### src/rtl/gf131_pkg.sv
package gf131_pkg;
    localparam int FIELD_W = 131;
    localparam int PROD_W  = 2 * FIELD_W - 1;
    localparam int HI_W    = PROD_W - FIELD_W;
    localparam int TOP_TAP = 13;
    localparam int FOLD_W  = HI_W + TOP_TAP;
    localparam int N_TAPS  = 4;
    localparam int TAP_POS [N_TAPS] = '{0, 1, 2, TOP_TAP};

    typedef enum logic [2:0] {
        S_IDLE,
        S_MUL,
        S_FOLD1,
        S_FOLD2,
        S_DONE
    } gf_state_t;
endpackage

### src/rtl/gf131_spread.sv
module gf131_spread
    import gf131_pkg::*;
(
    input  logic [FIELD_W-1:0] val_i,
    output logic [PROD_W-1:0]  sq_o
);
    for (genvar i = 0; i < FIELD_W; i++) begin : g_bit
        assign sq_o[2*i] = val_i[i];
        if (i < FIELD_W - 1) begin : g_gap
            assign sq_o[2*i+1] = 1'b0;
        end
    end
endmodule

### src/rtl/gf131_fold.sv
module gf131_fold
    import gf131_pkg::*;
(
    input  logic [PROD_W-1:0] val_i,
    output logic [FOLD_W-1:0] val_o
);
    logic [FOLD_W-1:0] hi_ext;

    always_comb begin
        hi_ext             = '0;
        hi_ext[HI_W-1:0]   = val_i[PROD_W-1:FIELD_W];
        val_o              = '0;
        val_o[FIELD_W-1:0] = val_i[FIELD_W-1:0];
        for (int k = 0; k < N_TAPS; k++) begin
            val_o = val_o ^ (hi_ext << TAP_POS[k]);
        end
    end
endmodule

### src/rtl/gf131_digit_mac.sv
module gf131_digit_mac
    import gf131_pkg::*;
#(
    parameter int DIGIT_W = 4
) (
    input  logic [PROD_W-1:0]  acc_i,
    input  logic [FIELD_W-1:0] a_i,
    input  logic [DIGIT_W-1:0] digit_i,
    output logic [PROD_W-1:0]  acc_o
);
    localparam int N_ENT = 1 << DIGIT_W;
    localparam int ENT_W = FIELD_W + DIGIT_W - 1;

    logic [ENT_W-1:0]  a_ext;
    logic [ENT_W-1:0]  mult_tbl [N_ENT];
    logic [PROD_W-1:0] sel_ext;

    always_comb begin
        a_ext              = '0;
        a_ext[FIELD_W-1:0] = a_i;
        for (int e = 0; e < N_ENT; e++) begin
            mult_tbl[e] = '0;
            for (int j = 0; j < DIGIT_W; j++) begin
                if (((e >> j) & 1) != 0) begin
                    mult_tbl[e] = mult_tbl[e] ^ (a_ext << j);
                end
            end
        end
    end

    always_comb begin
        sel_ext            = '0;
        sel_ext[ENT_W-1:0] = mult_tbl[digit_i];
        acc_o              = (acc_i << DIGIT_W) ^ sel_ext;
    end
endmodule

### src/rtl/gf131_mul.sv
module gf131_mul
    import gf131_pkg::*;
#(
    parameter int DIGIT_W = 4
) (
    input  logic               clk,
    input  logic               rst_n,
    input  logic               start,
    input  logic               sq_mode,
    input  logic [FIELD_W-1:0] op_a,
    input  logic [FIELD_W-1:0] op_b,
    output logic               done,
    output logic [FIELD_W-1:0] result
);
    localparam int NDIG  = (FIELD_W + DIGIT_W - 1) / DIGIT_W;
    localparam int PAD_W = NDIG * DIGIT_W;
    localparam int CNT_W = $clog2(NDIG);

    gf_state_t          state_q, state_d;
    logic [FIELD_W-1:0] a_q;
    logic [PAD_W-1:0]   b_q, b_ext;
    logic [CNT_W-1:0]   cnt_q;
    logic [PROD_W-1:0]  acc_q, mac_out, sq_spread, fold_ext;
    logic [FOLD_W-1:0]  fold_out;
    logic [FIELD_W-1:0] res_q;
    logic [DIGIT_W-1:0] cur_digit;

    always_comb begin
        b_ext              = '0;
        b_ext[FIELD_W-1:0] = op_b;
        cur_digit          = b_q[int'(cnt_q)*DIGIT_W +: DIGIT_W];
        fold_ext           = '0;
        fold_ext[FOLD_W-1:0] = fold_out;
    end

    gf131_digit_mac #(.DIGIT_W(DIGIT_W)) i_mac (
        .acc_i   (acc_q),
        .a_i     (a_q),
        .digit_i (cur_digit),
        .acc_o   (mac_out)
    );

    gf131_spread i_spread (
        .val_i (op_a),
        .sq_o  (sq_spread)
    );

    gf131_fold i_fold (
        .val_i (acc_q),
        .val_o (fold_out)
    );

    // state register
    always_ff @(posedge clk) begin
        if (!rst_n) state_q <= S_IDLE;
        else        state_q <= state_d;
    end

    // next state
    always_comb begin
        state_d = state_q;
        unique case (state_q)
            S_IDLE:  if (start) state_d = sq_mode ? S_FOLD1 : S_MUL;
            S_MUL:   if (cnt_q == '0) state_d = S_FOLD1;
            S_FOLD1: state_d = S_FOLD2;
            S_FOLD2: state_d = S_DONE;
            S_DONE:  state_d = S_IDLE;
            default: state_d = S_IDLE;
        endcase
    end

    // datapath
    always_ff @(posedge clk) begin
        if (!rst_n) begin
            a_q   <= '0;
            b_q   <= '0;
            cnt_q <= '0;
            acc_q <= '0;
            res_q <= '0;
        end else begin
            unique case (state_q)
                S_IDLE: begin
                    if (start) begin
                        a_q   <= op_a;
                        b_q   <= b_ext;
                        cnt_q <= CNT_W'(NDIG - 1);
                        acc_q <= sq_mode ? sq_spread : '0;
                    end
                end
                S_MUL: begin
                    acc_q <= mac_out;
                    if (cnt_q != '0) cnt_q <= cnt_q - 1'b1;
                end
                S_FOLD1: acc_q <= fold_ext;
                S_FOLD2: res_q <= fold_out[FIELD_W-1:0];
                S_DONE:  ;
                default: ;
            endcase
        end
    end

    // outputs
    always_comb begin
        done   = (state_q == S_DONE);
        result = res_q;
    end

    AST_DONE_SINGLE: assert property (@(posedge clk) disable iff (!rst_n)
        done |=> !done);
    AST_BUSY_HOLDS_OPERAND: assert property (@(posedge clk) disable iff (!rst_n)
        (state_q != S_IDLE) |=> $stable(a_q) && $stable(b_q));
    AST_SECOND_FOLD_CLEAN: assert property (@(posedge clk) disable iff (!rst_n)
        (state_q == S_FOLD2) |-> (fold_out[FOLD_W-1:FIELD_W] == '0));
    AST_DIGIT_RANGE: assert property (@(posedge clk) disable iff (!rst_n)
        (state_q == S_MUL) |-> (cnt_q < CNT_W'(NDIG)));
    AST_RESULT_STABLE_IDLE: assert property (@(posedge clk) disable iff (!rst_n)
        (state_q == S_IDLE) |=> $stable(result));
endmodule

### config.mk
export PLATFORM = sky130hd
export DESIGN_NAME = gf131_mul
export DESIGN_NICKNAME = d
export VERILOG_FILES = /design/src/rtl/gf131_pkg.sv /design/src/rtl/gf131_spread.sv /design/src/rtl/gf131_fold.sv /design/src/rtl/gf131_digit_mac.sv /design/src/rtl/gf131_mul.sv
export SDC_FILE = /design/constraint.sdc
export NUM_CORES = 2
export LEC_CHECK = 0
export BUFFER_PORTS_ARGS = -buffer_cell sky130_fd_sc_hd__buf_2
export CAP_MARGIN = 30
export CORE_MARGIN = 2
export CORE_UTILIZATION = 25
export DETAILED_ROUTE_END_ITERATION = 10
export HOLD_SLACK_MARGIN = 0.15
export SLEW_MARGIN = 20
export SYNTH_ARGS = -nofsm -noshare
export SYNTH_HDL_FRONTEND = slang
export SYNTH_HIERARCHICAL = 1
export SYNTH_SLANG_ARGS = --single-unit
### constraint.sdc
create_clock -name clk -period 9.4 [get_ports clk]
set_input_delay 1.88 -clock clk [delete_from_list [all_inputs] [get_ports clk]]
set_output_delay 1.88 -clock clk [all_outputs]
set_load 0.1 [all_outputs]
# After elaboration in Yosys (flattened, before gate mapping)
# Cells that the tools add are included.
# totals
ramBits	0
elab_cells	55
register_bits	663
out_inout_bits	132
latchBits	0
input_bits	266
memories	0
rom_bits	0
# op_classes
shift	1
n_reduce_logical	9
div	0
muxes	13
multipliers	0
n_addsub	1
order_cmp	1
n_bitwise	17
eq_ne	7
# op_table
operator	count
case mux 261 bit (3 select lines)	1
binary-select mux 134 bit (select 4 bit)	1
two-way mux 261 bit	2
XOR 134 bit	3
two-way mux 134 bit	2
XOR 133 x 134 -> 134 bit	2
XOR 261 x 134 -> 261 bit	1
XOR 143 x 131 -> 143 bit	1
XOR 143 x 132 -> 143 bit	1
XOR 143 bit	1
XOR 131 x 134 -> 134 bit	1
XOR 132 x 134 -> 134 bit	1
XOR 134 x 133 -> 134 bit	1
XOR 131 x 133 -> 133 bit	1
XOR 132 x 133 -> 133 bit	1
indexed part select 132 x 9 -> 4 bit	1
XOR 131 x 132 -> 132 bit	1
XOR 131 x 130 -> 131 bit	1
two-way mux 6 bit	2
case mux 3 bit (4 select lines)	1
case mux 6 bit (2 select lines)	1
equality test 3 x 2 -> 1 bit, second input constant	2
zero test 6 bit	1
two-way mux 3 bit	2
other kinds (13)	17

# Longest topological paths before layout
# depth
depth_word	8
mapped_depth	15
depth_no_buf	9

# Hierarchy
# Netlist, hierarchy kept.
# by_module_without_submodules
module	instances	seq_area_each_um2	cells_each	area_each_um2
gf131_mul	1	13272.7	3214	27610.2
gf131_digit_mac	1	0.0	1104	8474.4
gf131_fold	1	0.0	339	4565.6
gf131_spread	1	0.0	262	1963.1

# Worst setup path after synthesis
# Ideal clock, no wire load.
# synth_path
path_kind	register -> output
start	register state_q[0]
end	output done
stages_incl_launch_ff	3
slack_ps	4791
arrival_ps	2729
cell_sequence	dfxtp_1 > buf_4 > nor3b_1
# synth_between
elab_chain_cells	1
# synth_lines
item	line	text
start: declaration	gf131_mul.sv:19	gf_state_t state_q, state_d;
start signal: assignment	gf131_mul.sv:56	else state_q <= state_d;
equality test 3 bit	gf131_mul.sv:104	done = (state_q == S_DONE);
end: declaration	gf131_mul.sv:12	output logic done,
# Every way passes these cells.

# Worst setup path in the final report
# layout_path
start	register cnt_q[0]
end	register acc_q[75]
# layout_between
elab_chain_cells	7
# layout_lines
item	line	text
start: declaration	gf131_mul.sv:22	logic [CNT_W-1:0] cnt_q;
start signal: assignment	gf131_mul.sv:86	cnt_q <= CNT_W'(NDIG - 1);
start signal: assignment	gf131_mul.sv:92	if (cnt_q != '0) cnt_q <= cnt_q - 1'b1;
indexed part select 132 x 9 -> 4 bit	gf131_mul.sv:31	cur_digit = b_q[int'(cnt_q)*DIGIT_W +: DIGIT_W];
named net cur_digit[3]	gf131_mul.sv:26	logic [DIGIT_W-1:0] cur_digit;
NOT 4 -> 5 bit (not written as such)	gf131_digit_mac.sv:33	sel_ext[ENT_W-1:0] = mult_tbl[digit_i];
binary-select mux 134 bit (select 4 bit)	gf131_digit_mac.sv:33	
two-way mux 134 bit (not written as such) (2 in a row)	gf131_digit_mac.sv:33	
XOR 261 x 134 -> 261 bit	gf131_digit_mac.sv:34	acc_o = (acc_i << DIGIT_W) ^ sel_ext;
named net mac_out[75]	gf131_mul.sv:23	logic [PROD_W-1:0] acc_q, mac_out, sq_spread, fold_ext;
case mux 261 bit (3 select lines)	gf131_mul.sv:81	unique case (state_q)
end signal: assignment	gf131_mul.sv:87	acc_q <= sq_mode ? sq_spread : '0;
end signal: assignment	gf131_mul.sv:91	acc_q <= mac_out;
end signal: assignment	gf131_mul.sv:94	S_FOLD1: acc_q <= fold_ext;
end: declaration	gf131_mul.sv:23	
# The timed path passes the listed nets, and every way through them passes these cells. The select of a mux whose other input is x is not followed.
# A chain may end at the register's enable or synchronous reset.

==> impl_metrics.tcl <==
set metrics [dict create \
    cts_tree "yes" \
    ant_nets 0 \
    gp_congestion 0.875 \
    setup_ws_ns 4.75 \
    die_area_sq_um 174000 \
    yosys_most_used_dff "dfxtp_1" \
    ctsResizeCount 0 \
    synth_seq_cells 663 \
    cts_buffers 74 \
    post-place-ws_ns 4.85 \
    path_clk_slew_ns 0.06 \
    path_buf_inv 3 \
    dp.cells 6935 \
    overflow 0 \
    hold_depth 2 \
    clock_latency_ns 0.70 \
    antenna_found_initial 73 \
    p_leak_nw 18.4 \
    worst_ep_arrival_time_ns 5.21 \
    cp_top_family "buffers and inverters" \
    cts_htree_levels 3 \
    power_density_nw_per_um2 246 \
    setup_viol_count_final 0 \
    num_rows 151 \
    max_stage_delay_ns 0.79 \
    drt_first_pass_iters 7 \
    cp.depth 12 \
    cts_buffer_depth 3 \
    areaGrowthSynthToFinish_pct 9.22 \
    whs_endpoint "b_q[3]" \
    grt_pass1_wl_microns 221000 \
    critPathMaxFanout 70 \
    postCtsSetupRepairBufs 0 \
    layout.cells.non_filler 7111 \
    min_path_type "flop to flop" \
    worstMarginPinSlew_ns 1.12 \
    synthCells 4919 \
    vias 33900 \
    seq_power_share 0.335 \
    root_buffer "clkbuf_16" \
    r2r_start "cnt_q[0]" \
    min-delay-start "b_q[3]" \
    dieWidth_microns 417 \
    start_util 0.252 \
    timing.rr.end "acc_q[75]" \
    critPathSlowestCell "buf_4" \
    grt_use_total 0.168 \
    p_sw_frac 0.408 \
    portBuffers 397 \
    clock_sinks 663 \
    cp_cell_sequence "buf_4 > mux4_2 > mux2_2 > o22ai_1 > nor4_2 > buf_4 > buf_4 > nand2_1 > xnor3_1 > xnor2_1 > a221oi_1 > a21oi_1" \
    drt-total-wl_microns 151000 \
    finalCriticalPeriod_ns 4.65 \
    die_y_microns 417 \
    critPathRequiredTime_ns 9.96 \
    hpwl_microns 106000 \
    clkPwrFrac 0.286 \
    routed_via_density 4.77 \
    combPwrFrac 0.379 \
    ioPinCount 398 \
    cp_common_cell "buf_4" \
    maxSlewViolCount 0 \
    max_freq_mhz 215 \
    finalCritPeriodShare 0.495 \
    cp-start-kind "flop" \
    synth_cell_types 54 \
    ir_worst_vdd_mv 0.125 \
    cap_violations 0 \
    dr.first_iter.drc_count 2673 \
    r2r_slack_ns 4.75 \
    p_int_w 0.00678 \
    switching_power_w 0.00467 \
    hold_buffers 0 \
    r2r_cells 12 \
    synthArstFlopShare 0 \
    skew_ns 0.0242 \
    drive_above_1_share 0.128 \
    routedWlPerCell_microns 21.2 \
    yosysSeqAreaShare 0.311 \
    syn-cell-area_sq_um 42600 \
    critPathKind "flop to flop" \
    fin_nets 5066 \
    utilization 0.275 \
    fin_total_pwr_w 0.0115 \
    relSlewSlack 0.251 \
    yosysWarnings 6 \
    coreArea_sq_um 169000 \
    rsz0062_at_grt "no" \
    status "finished, final reports clean" \
    endpoint_kind "flop" \
    postSynthAreaPerCell_sq_um 8.66 \
    drcViolationCount 0 \
    grt_max_degree 184 \
    hold_violations 0 \
    synth_edf_count 0 \
    tns_ns 0 \
    grt_pass1_vias 33200 \
]
==> area by class of cell <==
cell class / instances / area, sq um
fillers: 18100 / 123000
multi-input cells: 3615 / 25100
flip-flops and latches: 663 / 13300
well taps: 2218 / 2780
repair buffers: 441 / 2580
clock buffers: 96 / 2100
clock inverters: 39 / 608
diodes: 36 / 90.1
inverters: 3 / 11.3
==> cells by family (layout without fill, tap and decap cells) <==
logic type | Yosys count | after routing | share of synthesized area
compound gates | 969 | 969 | 0.162
xor+xnor | 725 | 725 | 0.228
fa+ha+maj | 2 | 2 | 0.000587
buf+inv | 770 | 579 | 0.112
flops | 663 | 663 | 0.311
mux | 50 | 50 | 0.0193
other cells | 1 | 166 | 0.0000880
simple gates | 1739 | 1739 | 0.166
==> flip-flops by register name, indices dropped and copies added (netlist names) <==
register and count:
a_q 131, acc_q 261, b_q 131, cnt_q 6
result 131, state_q 3
==> per-layer routing <==
layer	up-vias	part of all wire	global-route usage
met1	16600	0.39	0.194
met2	1166	0.48	0.280
met5	-	0.0016	0
met4	42	0.056	0.103
li1	15800	-	-
met3	348	0.070	0.0392
==> stage by stage <==
step / hold slack (ns) / cell area, sq um
floorplan: 0.432 / 43100
global placement: 0.441 / 43500
detailed placement: 0.446 / 43600
CTS: 0.454 / 46300
global route: 0.473 / 46500
finish: 0.453 / 46500
==> cell usage after synthesis, drive strengths merged, types with 2 or more instances <==
master	n	area (sq um)
a21boi	394	2960
a21oi	145	729
a221oi	262	2310
a22oi	8	60.1
and2	4	25.0
buf	620	4220
clkbuf	147	552
dfxtp	663	13300
ha	2	25.0
inv	3	11.3
mux2	9	101
mux2i	16	160
mux4	25	563
nand2	1457	5470
nand2b	2	12.5
nand3	6	30.0
nand4	2	12.5
nand4b	2	17.5
nor2	129	484
nor2b	2	12.5
nor3	2	10.0
nor3b	123	928
nor4	2	12.5
o2111ai	2	17.5
o21a	2	15.0
o21ai	146	731
o31a	3	26.3
xnor2	220	1930
xnor3	244	5500
xor2	261	2290
==> cell usage in the layout, fill, tap and decap left out, types with 36 or more instances in the layout <==
| cell type | Yosys | routed |
|---|---|---|
| conb_1 | 1 | 130 |
| a21oi_1 | 144 | 144 |
| xnor2_1 | 220 | 220 |
| buf_2 | 191 | 396 |
| diode_2 | 0 | 36 |
| a21boi_0 | 340 | 340 |
| a21boi_1 | 54 | 54 |
| nand2_1 | 1457 | 1457 |
| xor2_1 | 261 | 261 |
| nor2_1 | 129 | 128 |
| a221oi_1 | 260 | 260 |
| o21ai_0 | 145 | 145 |
| xnor3_1 | 244 | 244 |
| dfxtp_1 | 663 | 662 |
| nor3b_1 | 122 | 121 |
| clkbuf_16 | 0 | 74 |
==> power by group through the flow <==
| stage | Combinational (W) | Sequential [W] | Clock [W] |
|---|---|---|---|
| floorplan | 0.00313 | 0.00392 | 0 |
| global placement | 0.00424 | 0.00389 | 0 |
| detailed placement | 0.00428 | 0.00390 | 0 |
| CTS | 0.00430 | 0.00384 | 0.00334 |
| global route | 0.00463 | 0.00389 | 0.00343 |
| finish | 0.00434 | 0.00384 | 0.00328 |
==> worst min-delay path, delay by kind of cell (launching register included) <==
kind / cells / cell delay, ns
flops: 1 / 0.31
simple gates: 1 / 0.05
compound gates: 1 / 0.05
==> worst max-delay path by stage <==
stage,slack (ns),to,startpoint
2_1_floorplan,4.79,done,state_q[0]
3_3_place_gp,4.87,acc_q[70],cnt_q[0]
3_5_place_dp,4.85,acc_q[55],cnt_q[0]
4_1_cts,4.80,acc_q[75],cnt_q[0]
5_1_grt,4.46,acc_q[85],cnt_q[0]
6_report,4.75,acc_q[75],cnt_q[0]
No activity file was read; power rests on OpenSTA's default activity.
